`src/rtl/claim_pkg.sv`:
```
`timescale 1ns/1ps
package claim_pkg;

    localparam int ROUTE_BASE  = 'h3004;
    localparam int WIN_BASE    = 'h4000;
    localparam int WIN_BYTES   = 32;
    localparam int OFF_CLAIM   = 'h1C;
    localparam int HART_LSB    = 18;
    localparam int HART_FW     = 14;
    localparam int ID_W        = 10;

    typedef logic [HART_FW-1:0] hart_field_t;

    typedef enum logic [1:0] {
        ACC_ERR,
        ACC_ROUTE,
        ACC_NOP,
        ACC_CLAIM
    } acc_kind_e;

    // Word returned by a claim read: source number in [25:16], priority 0.
    function automatic logic [31:0] claim_word(input logic [ID_W-1:0] id);
        return {6'd0, id, 8'd0, 8'd0};
    endfunction

    // Word returned by a routing register read.
    function automatic logic [31:0] route_word(input hart_field_t h);
        return {h, {HART_LSB{1'b0}}};
    endfunction

    function automatic hart_field_t route_field(input logic [31:0] w);
        return w[31:HART_LSB];
    endfunction

endpackage

```
`src/rtl/claim_decode.sv`:
```
`timescale 1ns/1ps
module claim_decode
    import claim_pkg::*;
#(
    parameter int NUM_SRC  = 24,
    parameter int NUM_HART = 4,
    parameter int ADDR_W   = 16,
    parameter int SRC_W    = 5,
    parameter int HART_W   = 2
) (
    input  logic [ADDR_W-1:0] addr,
    output acc_kind_e         kind,
    output logic [SRC_W-1:0]  src_idx,
    output logic [HART_W-1:0] hart_idx
);
    localparam int ROUTE_END = ROUTE_BASE + 4 * NUM_SRC;
    localparam int WIN_END   = WIN_BASE + WIN_BYTES * NUM_HART;

    logic [31:0] a32;
    logic [31:0] route_off;
    logic [31:0] win_off;

    assign a32       = 32'(addr);
    assign route_off = a32 - 32'(ROUTE_BASE);
    assign win_off   = a32 - 32'(WIN_BASE);

    always_comb begin
        kind     = ACC_ERR;
        src_idx  = '0;
        hart_idx = '0;
        if (a32[1:0] != 2'b00) begin
            kind = ACC_ERR;
        end else if (a32 >= 32'(ROUTE_BASE) && a32 < 32'(ROUTE_END)) begin
            kind    = ACC_ROUTE;
            src_idx = SRC_W'(route_off >> 2);
        end else if (a32 >= 32'(WIN_BASE) && a32 < 32'(WIN_END)) begin
            hart_idx = HART_W'(win_off >> 5);
            case (a32[4:0])
                5'h00, 5'h04, 5'h08, 5'h18: kind = ACC_NOP;
                5'(OFF_CLAIM):               kind = ACC_CLAIM;
                default:                     kind = ACC_ERR;
            endcase
        end
    end

endmodule

```
`src/rtl/claim_route_regs.sv`:
```
`timescale 1ns/1ps
module claim_route_regs
    import claim_pkg::*;
#(
    parameter int NUM_SRC = 24,
    parameter int SRC_W   = 5
) (
    input  logic                      clk,
    input  logic                      rst,
    input  logic                      wr_en,
    input  logic [SRC_W-1:0]          wr_idx,
    input  hart_field_t               wr_hart,
    output hart_field_t [NUM_SRC-1:0] route
);
    for (genvar s = 0; s < NUM_SRC; s++) begin : g_route
        always_ff @(posedge clk) begin
            if (rst) begin
                route[s] <= '0;
            end else if (wr_en && wr_idx == SRC_W'(s)) begin
                route[s] <= wr_hart;
            end
        end
    end

endmodule

```
`src/rtl/claim_pending.sv`:
```
`timescale 1ns/1ps
module claim_pending #(
    parameter int NUM_SRC = 24,
    parameter int SRC_W   = 5
) (
    input  logic               clk,
    input  logic               rst,
    input  logic [NUM_SRC-1:0] set_i,
    input  logic               clr_en,
    input  logic [SRC_W-1:0]   clr_idx,
    output logic [NUM_SRC-1:0] pend
);
    for (genvar s = 0; s < NUM_SRC; s++) begin : g_flag
        always_ff @(posedge clk) begin
            if (rst) begin
                pend[s] <= 1'b0;
            end else if (clr_en && clr_idx == SRC_W'(s)) begin
                pend[s] <= 1'b0;   // claim beats a same-cycle set
            end else if (set_i[s]) begin
                pend[s] <= 1'b1;
            end
        end
    end

endmodule

```
`src/rtl/claim_scan.sv`:
```
`timescale 1ns/1ps
module claim_scan
    import claim_pkg::*;
#(
    parameter int NUM_SRC  = 24,
    parameter int NUM_HART = 4,
    parameter int SRC_W    = 5,
    parameter int HART_W   = 2
) (
    input  logic [NUM_SRC-1:0]        pend,
    input  hart_field_t [NUM_SRC-1:0] route,
    input  logic [HART_W-1:0]         sel_hart,
    output logic                      found,
    output logic [SRC_W-1:0]          found_idx,
    output logic [NUM_HART-1:0]       hart_irq
);
    logic [NUM_SRC-1:0] sel_mask;

    for (genvar h = 0; h < NUM_HART; h++) begin : g_hart
        logic [NUM_SRC-1:0] hit;
        for (genvar s = 0; s < NUM_SRC; s++) begin : g_src
            assign hit[s] = pend[s] && (route[s] == HART_FW'(h));
        end
        assign hart_irq[h] = |hit;
    end

    always_comb begin
        for (int s = 0; s < NUM_SRC; s++) begin
            sel_mask[s] = pend[s] && (route[s] == HART_FW'(sel_hart));
        end
    end

    // Lowest index wins: walk downward so the last hit kept is the lowest.
    always_comb begin
        found     = 1'b0;
        found_idx = '0;
        for (int s = NUM_SRC - 1; s >= 0; s--) begin
            if (sel_mask[s]) begin
                found     = 1'b1;
                found_idx = SRC_W'(s);
            end
        end
    end

endmodule

```
`src/rtl/claim_unit.sv`:
```
`timescale 1ns/1ps
module claim_unit
    import claim_pkg::*;
#(
    parameter int NUM_SRC  = 24,
    parameter int NUM_HART = 4,
    parameter int ADDR_W   = 16
) (
    input  logic                clk,
    input  logic                rst,
    input  logic                req_valid,
    input  logic                req_write,
    input  logic [ADDR_W-1:0]   req_addr,
    input  logic [31:0]         req_wdata,
    input  logic [NUM_SRC-1:0]  src_set,
    output logic                rsp_valid,
    output logic [31:0]         rsp_rdata,
    output logic                rsp_err,
    output logic [NUM_HART-1:0] hart_irq
);
    localparam int SRC_W  = (NUM_SRC > 1) ? $clog2(NUM_SRC) : 1;
    localparam int HART_W = (NUM_HART > 1) ? $clog2(NUM_HART) : 1;

    acc_kind_e                 kind;
    logic [SRC_W-1:0]          dec_src;
    logic [HART_W-1:0]         dec_hart;
    hart_field_t [NUM_SRC-1:0] route;
    logic [NUM_SRC-1:0]        pend;
    logic                      found;
    logic [SRC_W-1:0]          found_idx;
    logic                      route_wr;
    logic                      claim_rd;
    logic [31:0]               rdata_next;

    claim_decode #(
        .NUM_SRC(NUM_SRC), .NUM_HART(NUM_HART), .ADDR_W(ADDR_W),
        .SRC_W(SRC_W), .HART_W(HART_W)
    ) u_decode (
        .addr(req_addr), .kind(kind), .src_idx(dec_src), .hart_idx(dec_hart)
    );

    assign route_wr = req_valid && req_write && (kind == ACC_ROUTE);
    assign claim_rd = req_valid && !req_write && (kind == ACC_CLAIM);

    claim_route_regs #(.NUM_SRC(NUM_SRC), .SRC_W(SRC_W)) u_route (
        .clk(clk), .rst(rst), .wr_en(route_wr), .wr_idx(dec_src),
        .wr_hart(route_field(req_wdata)), .route(route)
    );

    claim_pending #(.NUM_SRC(NUM_SRC), .SRC_W(SRC_W)) u_pend (
        .clk(clk), .rst(rst), .set_i(src_set),
        .clr_en(claim_rd && found), .clr_idx(found_idx), .pend(pend)
    );

    claim_scan #(
        .NUM_SRC(NUM_SRC), .NUM_HART(NUM_HART), .SRC_W(SRC_W), .HART_W(HART_W)
    ) u_scan (
        .pend(pend), .route(route), .sel_hart(dec_hart),
        .found(found), .found_idx(found_idx), .hart_irq(hart_irq)
    );

    always_comb begin
        rdata_next = '0;
        if (req_valid && !req_write) begin
            case (kind)
                ACC_ROUTE: rdata_next = route_word(route[dec_src]);
                ACC_CLAIM: rdata_next = found ? claim_word(ID_W'(found_idx) + ID_W'(1)) : '0;
                default:   rdata_next = '0;
            endcase
        end
    end

    always_ff @(posedge clk) begin
        if (rst) begin
            rsp_valid <= 1'b0;
            rsp_err   <= 1'b0;
            rsp_rdata <= '0;
        end else begin
            rsp_valid <= req_valid;
            rsp_err   <= req_valid && (kind == ACC_ERR);
            rsp_rdata <= rdata_next;
        end
    end

endmodule

```
`config.mk`:
```
export PLATFORM = sky130hd
export DESIGN_NAME = claim_unit
export DESIGN_NICKNAME = d
export VERILOG_FILES = /design/src/rtl/claim_pkg.sv /design/src/rtl/claim_decode.sv /design/src/rtl/claim_route_regs.sv /design/src/rtl/claim_pending.sv /design/src/rtl/claim_scan.sv /design/src/rtl/claim_unit.sv
export SDC_FILE = /design/constraint.sdc
export NUM_CORES = 1
export LEC_CHECK = 0
export ABC_AREA = 1
export ABC_CLOCK_PERIOD_IN_PS = 5000
export BUFFER_PORTS_ARGS = -buffer_cell sky130_fd_sc_hd__buf_2
export CORE_ASPECT_RATIO = 0.7
export CORE_MARGIN = 3
export CORE_UTILIZATION = 49
export CTS_CLUSTER_SIZE = 25
export DETAILED_ROUTE_END_ITERATION = 10
export PLACE_DENSITY = 0.67
export SKIP_CTS_REPAIR_TIMING = 1
export SLEW_MARGIN = 20
export SYNTH_ARGS = -nofsm -noshare
export SYNTH_HDL_FRONTEND = slang
export SYNTH_SLANG_ARGS = --single-unit
export TNS_END_PERCENT = 30
```
`constraint.sdc`:
```
create_clock -name clk -period 5 [get_ports clk]
set_clock_uncertainty 0.15 [all_clocks]
set_input_delay 0 -clock clk [delete_from_list [all_inputs] [get_ports clk]]
set_output_delay 0 -clock clk [all_outputs]
set_load 0.05 [all_outputs]
```
Word level (Yosys, flattened, before mapping)
Index checks and enable logic that the tools add are counted.
{"block": "classes", "n_addsub": 3, "n_lt_le_gt_ge": 5, "n_eq_ne": 148, "muxes": 61, "bitwise_logic": 1, "n_reduce_logical": 236}
{"op": "$eq 14x2->1 const B", "count": 48}
{"op": "$eq 14x1->1 const B", "count": 24}
{"op": "$eq 14x2->1", "count": 24}
{"op": "$logic_not 14->1", "count": 24}
{"op": "$logic_and 1x1->1", "count": 176}
{"op": "$mux 5", "count": 26}
{"op": "$reduce_or 24->1", "count": 4}
{"op": "$eq 5x5->1 const B", "count": 18}
{"op": "$eq 5x4->1 const B", "count": 17}
{"op": "$bmux 14 s5", "count": 1}
{"op": "$pmux 32 s2", "count": 1}
{"op": "$reduce_or 2->1", "count": 25}
{"op": "$eq 5x3->1 const B", "count": 9}
{"op": "$mux 1", "count": 24}
{"op": "$mux 22", "count": 1}
{"op": "$eq 5x2->1 const B", "count": 4}
{"op": "$ge 16x14->1 const B", "count": 1}
{"op": "$ge 16x15->1 const B", "count": 1}
{"op": "$lt 16x14->1 const B", "count": 1}
{"op": "$lt 16x15->1 const B", "count": 1}
{"op": "$logic_not 5->1", "count": 3}
{"op": "$mux 14", "count": 1}
{"op": "$mux 2", "count": 6}
{"op": "$eq 5x1->1 const B", "count": 2}
{"op": "other kinds (12)", "count": 12}
{"block": "word_totals", "regBits": 394, "input_bits": 76, "output_inout_bits": 38, "wordCells": 505}

Depth between registers and ports, before layout
Gate-level depths: netlist of run 1.
{"block": "depth", "depth_word": 34, "depth_mapped": 39, "mapped_depth_nobuf": 39}

Modules after synthesis
Synthesis of run 1 repeated with hierarchy kept, for this count alone.
{"block": "hier_totals", "cells_unflattened": 3883, "hier_area_um2": 22995.8}
{"mod": "claim_route_regs", "instances": 1, "cells_each": 2361, "area_per_inst_um2": 14736.6, "seq_area_each_um2": 6726.5}
{"mod": "claim_unit", "instances": 1, "cells_each": 734, "area_per_inst_um2": 3946.3, "seq_area_each_um2": 360.3}
{"mod": "claim_scan", "instances": 1, "cells_each": 568, "area_per_inst_um2": 2899.0, "seq_area_each_um2": 0.0}
{"mod": "claim_pending", "instances": 1, "cells_each": 164, "area_per_inst_um2": 1078.5, "seq_area_each_um2": 480.5}
{"mod": "claim_decode", "instances": 1, "cells_each": 56, "area_per_inst_um2": 335.3, "seq_area_each_um2": 0.0}

Worst setup path after synthesis of run 1
No wires, ideal clock.
{"block": "synth_path", "path_type": "register -> register", "startpoint": "register u_route.route[218] (netlist name)", "endpoint": "register rsp_rdata[20]", "setup_ns": 0.070, "arrival_time_ns": 3.261, "t_required_ns": 4.780, "path_slack_ns": 1.519, "path_stages_with_launch": 27, "n_path_buf": 0, "synth_period_minus_slack_ns": 3.481, "cell_sequence": "dfxtp_1 or4_1 nor4_2 nand4_1 nand2_1 nand2_1 nand2_1 nand2_1 nand2_1 nand2_1 nand2_1 nand2_1 nand2_1 nand2_1 nand2_1 nand2_1 nand2_1 nand2_1 nand2_2 nand2_1 inv_1 ha_1 inv_1 nor3_1 ha_1 or2_2 a21oi_1"}
{"block": "synth_between", "elab_chain_len": 21, "elab_cells_between_ends": 37, "cone_classes": "add/sub (1); eq/ne (1); mux (34); reduce/logical (1)"}
{"element": "start, declared", "line": "claim_route_regs.sv:13", "rtl": "output hart_field_t [NUM_SRC-1:0] route"}
{"element": "start signal, assigned by index", "line": "claim_route_regs.sv:20", "rtl": "route[s] <= wr_hart;"}
{"element": "$eq 14x2->1 *", "line": "claim_scan.sv:29", "rtl": "sel_mask[s] = pend[s] && (route[s] == HART_FW'(sel_hart));"}
{"element": "$logic_and 1x1->1 *", "line": "claim_scan.sv:29"}
{"element": "$mux 5 (16 in series)", "line": "claim_scan.sv:38", "rtl": "if (sel_mask[s]) begin"}
{"element": "$add 5x1->6", "line": "claim_unit.sv:67", "rtl": "ACC_CLAIM: rdata_next = found ? claim_word(ID_W'(found_idx) + ID_W'(1)) : '0;"}
{"element": "$mux 22 *", "line": "claim_unit.sv:67"}
{"element": "$pmux 32 s2 *", "line": "claim_unit.sv:65", "rtl": "case (kind)"}
{"element": "end signal, assigned", "line": "claim_unit.sv:81", "rtl": "rsp_rdata <= rdata_next;"}
{"element": "end, declared", "line": "claim_unit.sv:17", "rtl": "output logic [31:0] rsp_rdata,"}
Every way passes the cells marked *; elsewhere a longest branch is shown, timed or not.
A chain may end at the register's enable or synchronous reset.

Worst setup path in the final report of run 1
{"block": "layout_path", "startpoint": "register u_route.route[289] (netlist name)", "endpoint": "register u_pend.pend[7]"}
{"block": "layout_between", "elab_chain_len": 26, "elab_cells_between_ends": 48, "cone_classes": "eq/ne (2); mux (42); reduce/logical (4)"}
{"element": "$eq 14x2->1 *", "line": "claim_scan.sv:29"}
{"element": "$logic_and 1x1->1 *", "line": "claim_scan.sv:29"}
{"element": "$mux 5 or $mux 1 (tied branches) (21 in series)", "line": "claim_scan.sv:38"}
{"element": "$eq 5x3->1 or $logic_and 1x1->1 (tied branches)", "line": "claim_pending.sv:17, claim_unit.sv:52"}
{"element": "$logic_and 1x1->1 *", "line": "claim_pending.sv:17", "rtl": "end else if (clr_en && clr_idx == SRC_W'(s)) begin"}
{"element": "$reduce_or 2->1 (no source line) *"}
{"element": "end signal, assigned by index", "line": "claim_pending.sv:16", "rtl": "pend[s] <= 1'b0;"}
{"element": "end signal, assigned by index", "line": "claim_pending.sv:18", "rtl": "pend[s] <= 1'b0;"}
{"element": "end signal, assigned by index", "line": "claim_pending.sv:20", "rtl": "pend[s] <= 1'b1;"}
{"element": "end, declared", "line": "claim_pending.sv:11", "rtl": "output logic [NUM_SRC-1:0] pend"}
Marks and branches as above.

==> results of run 1 <==
==> routing by layer <==
metal	GRT usage, %	routed length [um]
met3	9.237	9384
met5	0	0
met2	45.89	27870
met4	9.408	2066
met1	54.17	32490
==> worst min-delay path by stage <==
stage          cells after the start  slack (ns)         endpoint
2_1_floorplan                      2       -0.02  u_pend.pend[12]
3_3_place_gp                       3        0.08  u_pend.pend[13]
3_5_place_dp                       3        0.08  u_pend.pend[13]
4_1_cts                            3       -0.49  u_pend.pend[13]
5_1_grt                            6       0.005    rsp_rdata[20]
6_report                           4       -0.04          rsp_err
==> worst max-delay path, delay by kind of cell, from the launching register on <==
family | cells | cell delay, ns
AND/OR/NAND/NOR | 26 | 2.81
flip-flops | 1 | 0.34
buffers and inverters | 3 | 0.81
AO/OA/AOI/OAI | 1 | 0.20
adder cells (fa/ha/maj) | 1 | 0.20
==> logic make-up (layout without fill, tap and decap cells) <==
kind of cell	count (synthesis)	count (layout)
compound gates	967	967
xor+xnor	24	24
fa+ha+maj	10	10
buf+inv	365	441
flops	378	378
other cells	1	16
simple gates	643	643
==> metrics by stage <==
stage / power (mW) / hold WS [ns]
floorplan: 3.329 / -0.01666
global placement: 3.452 / 0.07601
detailed placement: 3.454 / 0.07767
CTS: 6.479 / -0.4854
global route: 6.678 / 0.004622
finish: 6.515 / -0.03801
==> report_power, final <==
group	switching (mW)	internal [mW]	total, mW
Clock	1.26	1.82	3.07
Combinational	0.276	0.115	0.391
Sequential	0.0257	3.02	3.05
==> synth_stat cells, types with 3 or more instances <==
master and n:
inv_2 13, nor3_4 10, nor2_4 5, nor4b_1 3, a311oi_1 4, o31ai_1 9
o21ai_1 4, nand4_1 49, o2111ai_1 6, nor2_1 191, clkbuf_1 100, o21ai_0 368
nand3_2 3, a22oi_1 6, buf_2 47, o311ai_0 5, buf_1 10, a211oi_1 48
dfxtp_1 378, nand3_1 57, o32ai_1 5, nor3_1 24, buf_4 21, buf_6 4
nor4_1 72, a21oi_1 325, nand2_1 182, xor2_1 24, nand2_2 6, a31oi_1 5
a221oi_1 17, nor2_2 22, o211ai_1 14, o221ai_1 18, inv_1 169, or4_1 5
o22ai_1 116, ha_1 10
==> area by class of cell <==
class	count	area [um^2]
clock buffers	55	1115
clock inverters	13	219.0
fillers	3332	15530
inverters	183	691.9
multi-input cells	1660	9069
flip-flops and latches	378	7567
well taps	480	600.6
repair buffers	190	1424
==> flip-flops by register name, summed over array words and instances (netlist names) <==
register,cells
u_route.route,336
u_pend.pend,24
rsp_rdata,16
rsp_err,1
rsp_valid,1
==> cells in the final DEF (no fill, tap or decap), drive strengths merged, types with 3 or more instances in the layout <==
cell type and count:
o21ai 372, nor4 73, a31oi 5, o211ai 14
inv 183, a311oi 5, or4 5, xor2 24
a21oi 327, o2111ai 6, o31ai 9, nor3 36
clkinv 8, a22oi 6, clkbuf 55, dlygate4sd3 58
buf 132, nor4b 3, o221ai 18, dfxtp 378
nor2 219, conb 16, o32ai 5, nand4 49
bufinv 5, nand2 188, ha 10, nand3 62
a211oi 48, o22ai 116, a221oi 17, a2111oi 4
o311ai 5
==> Flow_metrics.wiki, run 1 <==
{| class="wikitable"
! Metric !! Value
|-
| Post-synthesis mux area share || 0%
|-
| TNS Setup || 0 ns
|-
| Leading register cell type out of synthesis || dfxtp_1
|-
| Worst Hold Class || in -> reg
|-
| Clock insertion delay at the later pin of the skew report || ~0.55 ns
|-
| Worst flop-to-flop path endpoint || u_pend.pend[7]
|-
| Wire length reported by the detailed router || between 70,000 and 80,000 um
|-
| Final HPWL from detailed placement || around 51,000 um
|-
| Number of clock buffers inserted by TritonCTS || 37
|-
| R2r setup slk || around 0.42 ns
|-
| Core Rows || 58
|-
| Largest family of logic cells by synthesized area || compound AO/OA/AOI/OAI gates
|-
| Data arrival time at the worst-slack endpoint || between 4 and 5 ns
|-
| Fmax || 0.2182 GHz
|-
| Timing endpoint of the critical path || u_pend.pend[7]
|-
| Measured slew at the worst slew-check pin || roughly 1.2 ns
|-
| Critical path peak fanout || 5
|-
| Sequential element share of the synthesized area || 41.77%
|-
| Static Leakage || about 8.1 nW
|-
| Worst Reg-to-Reg Cells || 31
|-
| Core area || ~0.036 mm^2
|-
| Delay of the slowest cell on the worst path || between 0.6 and 0.7 ns
|-
| Die span in y || roughly 170 um
|-
| DR vias || about 19,000
|-
| Average via count per standard cell || about 6.4
|-
| Post-synth EDFFs || 0
|-
| First-pass GRT wire length || approximately 110,000 um
|-
| Number of placed instances, taps included || ~2,800
|-
| Critical path's slowest cell || nor4_1
|-
| Share of layout cells above drive strength 1 || a little over a tenth
|-
| Type of destination of the critical path || flip-flop
|-
| Pre-CTS setup slack || roughly 0.77 ns
|-
| Total standard cell area after synthesis || roughly 0.018 mm^2
|-
| Post-route ant nets || 0
|-
| Avg Cell Area, Syn || 7.586 um^2
|-
| Hold violation total from the final report || 2
|-
| Area Growth Syn to Fin || 14.19%
|-
| Final GP Congestion || between 1 and 1.5
|-
| Die area || 0.03935 mm^2
|-
| Final Setup Violations || 0
|-
| Startpoint of the most critical setup path || u_route.route[289]
|-
| Wirelength per Cell || around 24 um
|-
| Number of standard cells in the layout, taps in and fillers out || 2,959
|-
| Final Instance Area || roughly 0.021 mm^2
|-
| Category of the worst setup path launch point || flip-flop
|-
| Leftover overflow at the end of global routing || 0
|-
| Via count of the first global-routing pass || around 16,000
|-
| Top-Level Pins || around 110
|-
| Final critical-path required period || between 4 and 5 ns
|-
| Number of buffers between clock root and the deepest sink || 3
|-
| Critical path data required time || 5.33 ns
|-
| Result of the run || finished, violations left
|-
| Fraction of registers with async set/reset || 0%
|-
| First-iteration detailed-routing DRC count || just under 3,000
|-
| Clock root buffer || clkbuf_16
|-
| Antenna violations before repair || 3
|-
| Largest net degree at the start of global routing || 176
|-
| Share of synthesized cell area in full adder, half adder and majority cells || less than 1%
|-
| Initial Utilization || 50.02%
|-
| Count of mapped cells out of synthesis || between 2,000 and 2,500
|-
| Worst R2R Start || u_route.route[289]
|-
| Worst Hold Margin || -0.03801 ns
|-
| Yosys cell types || 61
|-
| Cell seen most often among critical-path stages || nand2_1
|-
| Remaining design rule violation count || 0
|-
| Type of the setup path with the least slack || reg -> reg
|-
| Clock input transition at the sequential cells of the worst setup and hold paths || ~0.060 ns
|-
| Clock sink count || between 300 and 400
|-
| Worst slew slack as a fraction of its limit || a little under a fifth
|-
| Horizontal extent of the die || roughly 240 um
|-
| # port buffers || 79
|-
| Share of the clock period used by the worst path || between 90% and 100%
|-
| Share of the synthesized area in compound gates (AO/OA/AOI/OAI) || a little under a third
|-
| Clock tree from TritonCTS || yes
|-
| Number of nets in the layout || roughly 2,500
|-
| Max H-tree Level || 2
|-
| Violations in the final reports || hold timing
|-
| Yosys top cell area share || between 40% and 50%
|-
| Setup repair after global routing missed its margin || no
|-
| DRT Pass-1 Iters || 6
|-
| Yosys reg bits || between 300 and 400
|-
| Synth warn || 0
|-
| Global router's overall resource usage || 34.62%
|-
| Max cap viols || 0
|-
| Antenna diode count || 0
|-
| Biggest area contributors in the synthesized netlist || dfxtp_1, o21ai_0, a21oi_1
|-
| Area leader, netlist || dfxtp_1
|-
| XOR/XNOR share of the synthesized area || 1.160%
|-
| Beginning of the worst hold path || req_addr[4]
|-
| Pwr dens || around 310 mW/mm^2
|-
| Placed instance area || 0.01877 mm^2
|-
| Setup WS post-layout || between 0.4 and 0.5 ns
|-
| Post-route core utilization || 57.12%
|-
| Simple logic cell fraction of the synthesized area || ~18%
|-
| Final Slew Violations || 0
|-
| Worst voltage drop across the vdd grid || between 0.2 and 0.3 mV
|}
Note: power is estimated with default switching activity, not from simulation.
==> inputs of run 2 (changes only) <==
RECOVER_POWER = 25   (was not set)
==> run 2 against run 1 <==
Against the previous run:
- the run ends with hold timing, capacitance limit, slew limit left
- wire length up 0.12%
- via count grew 0.62%
- utilization down 0.27 points
- flip-flop and latch count unchanged
- total power about the same
==> Flow_metrics.wiki, run 2 (synthesis results as in run 1) <==
{| class="wikitable"
! Metric !! Value
|-
| Result of the run || finished, violations left
|-
| Violations in the final reports || hold timing, capacitance limit, slew limit
|-
| Max H-tree Level || 2
|-
| TNS Setup || 0 ns
|-
| Final critical-path required period || approximately 4.6 ns
|-
| First-pass GRT wire length || between 100,000 and 150,000 um
|-
| Number of placed instances, taps included || 2,833
|-
| Wire length reported by the detailed router || around 72,000 um
|-
| Top-Level Pins || roughly 110
|-
| Placed instance area || between 0.015 and 0.02 mm^2
|-
| Max cap viols || 2
|-
| Pwr dens || around 320 mW/mm^2
|-
| Via count of the first global-routing pass || around 16,000
|-
| Global router's overall resource usage || 34.62%
|-
| Number of standard cells in the layout, taps in and fillers out || ~3,000
|-
| Int Power || just under 5 mW
|-
| Initial Utilization || about 50%
|-
| Fraction of power consumed by combinational cells || 6.0%
|-
| Worst voltage drop across the vdd grid || between 0.2 and 0.3 mV
|-
| Cell seen most often among critical-path stages || nand2_1
|-
| Data arrival time at the worst-slack endpoint || 4.94 ns
|-
| Clock tree from TritonCTS || yes
|-
| Beginning of the worst hold path || req_addr[4]
|-
| Core Rows || 58
|-
| Switching power || 1.559 mW
|-
| Leftover overflow at the end of global routing || 0
|-
| Type of the setup path with the least slack || reg -> reg
|-
| Critical path data required time || roughly 5.3 ns
|-
| # port buffers || roughly 80
|-
| Number of nets in the layout || about 2,500
|-
| Share of the clock period used by the worst path || 92.18%
|-
| Proportion of total power due to net switching || 23.93%
|-
| Worst Hold Margin || -0.03440 ns
|-
| Biggest registers after layout || u_route.route: 336 flops, u_pend.pend: 24 flops, rsp_rdata: 16 flops
|-
| Fmax || about 0.22 GHz
|-
| Relative contribution of sequential cells to total power || a little under half
|-
| Most common library cell in the layout ignoring fill and taps || dfxtp_1
|-
| Number of clock buffers inserted by TritonCTS || 37
|-
| Number of buffers between clock root and the deepest sink || 3
|-
| Worst Hold Class || in -> reg
|-
| First-iteration detailed-routing DRC count || approximately 3,000
|-
| Clock power frac || 47.2%
|-
| Type of destination of the critical path || flip-flop
|-
| Area Growth Syn to Fin || 13.66%
|-
| Die span in y || approximately 170 um
|-
| Static Leakage || around 8.0 nW
|-
| Delay of the slowest cell on the worst path || roughly 0.65 ns
|-
| Final Slew Violations || ~100
|-
| Antenna diode count || 0
|-
| Measured slew at the worst slew-check pin || 1.789 ns
|-
| Final HPWL from detailed placement || between 50,000 and 60,000 um
|-
| Clock input transition at the sequential cells of the worst setup and hold paths || 0.06 ns
|-
| Final GP Congestion || roughly 1.0
|-
| DRT Pass-1 Iters || 6
|-
| DR vias || ~19,000
|-
| Max FFs per register || approximately 340
|-
| Largest net degree at the start of global routing || ~180
|-
| Clock insertion delay at the later pin of the skew report || ~0.56 ns
|-
| Horizontal extent of the die || 235.8 um
|-
| Clock sink count || 378
|-
| Final Setup Violations || 0
|-
| Startpoint of the most critical setup path || u_route.route[289]
|-
| Post-route ant nets || 0
|-
| Remaining design rule violation count || 0
|-
| Die area || between 0.03 and 0.04 mm^2
|-
| Average via count per standard cell || around 6.5
|-
| Final Instance Area || between 0.02 and 0.025 mm^2
|-
| Critical path peak fanout || 5
|-
| Register with the most flip-flops || u_route.route
|-
| Wirelength per Cell || ~24 um
|-
| Most frequent cells in the layout || dfxtp_1, o21ai_0, a21oi_1, nor2_1, nand2_1
|-
| Critical path's slowest cell || nor4_1
|-
| Worst slew slack as a fraction of its limit || -19.26%
|-
| Overall power after layout || between 6 and 7 mW
|-
| Category of the worst setup path launch point || flip-flop
|-
| Clock root buffer || clkbuf_16
|-
| Worst R2R Start || u_route.route[289]
|-
| Setup repair after global routing missed its margin || no
|-
| Hold violation total from the final report || 2
|-
| Core area || roughly 0.036 mm^2
|-
| Antenna violations before repair || 3
|-
| Share of layout cells above drive strength 1 || roughly 9.6%
|}
## run 2: final cells by class
class                           instances  area [um^2]
Fill cell                            3353        15620
Clock buffer                           55         1115
Timing Repair Buffer                  190         1346
Sequential cell                       378         7567
Clock inverter                         13        219.0
Tap cell                              480        600.6
Multi-Input combinational cell       1660         9050
Inverter                              183        691.9
## run 2: final timing paths
path                                            to  slack, ns  cells past startpoint
worst max-delay path                u_pend.pend[7]       0.39                     31
worst min register to register  u_route.route[167]       0.36                      2
worst min-delay path                 rsp_rdata[20]      -0.03                      6
worst max register to register      u_pend.pend[7]       0.39                     31
## run 2: power by group through the flow
stage	clock [mW]	sequential, mW	combinational [mW]
after floorplan	0	3.10	0.225
after global placement	0	3.12	0.337
after detailed placement	0	3.12	0.339
after CTS	3.09	3.05	0.340
after global routing	3.21	3.05	0.417
final	3.07	3.05	0.390
## run 2: worst max-delay path, delay by kind of cell, from the launching register on
family          cells  cell delay, ns
fa+ha+maj           1            0.20
simple gates       26            2.85
compound gates      1            0.20
buf+inv             3            0.81
flops               1            0.33
## run 2: stage by stage
stage                     setup WS, ns  util [%]  hold WS (ns)
final                           0.3912     56.86      -0.03440
after global routing           0.07100     56.86      0.004573
after CTS                       0.7162     55.52       -0.4854
after detailed placement        0.7697     51.84       0.07767
after global placement          0.6750     51.84       0.07601
after floorplan                  1.519         -      -0.01666
## run 2: layer usage
layer  wire length (um)  global-route usage [%]  part of all wire [%]
met2              27680                   45.89                    39
met5                  0                       0                     0
met4               2295                   9.408                   3.2
met3               9692                   9.237                    13
met1              32220                   54.17                    45
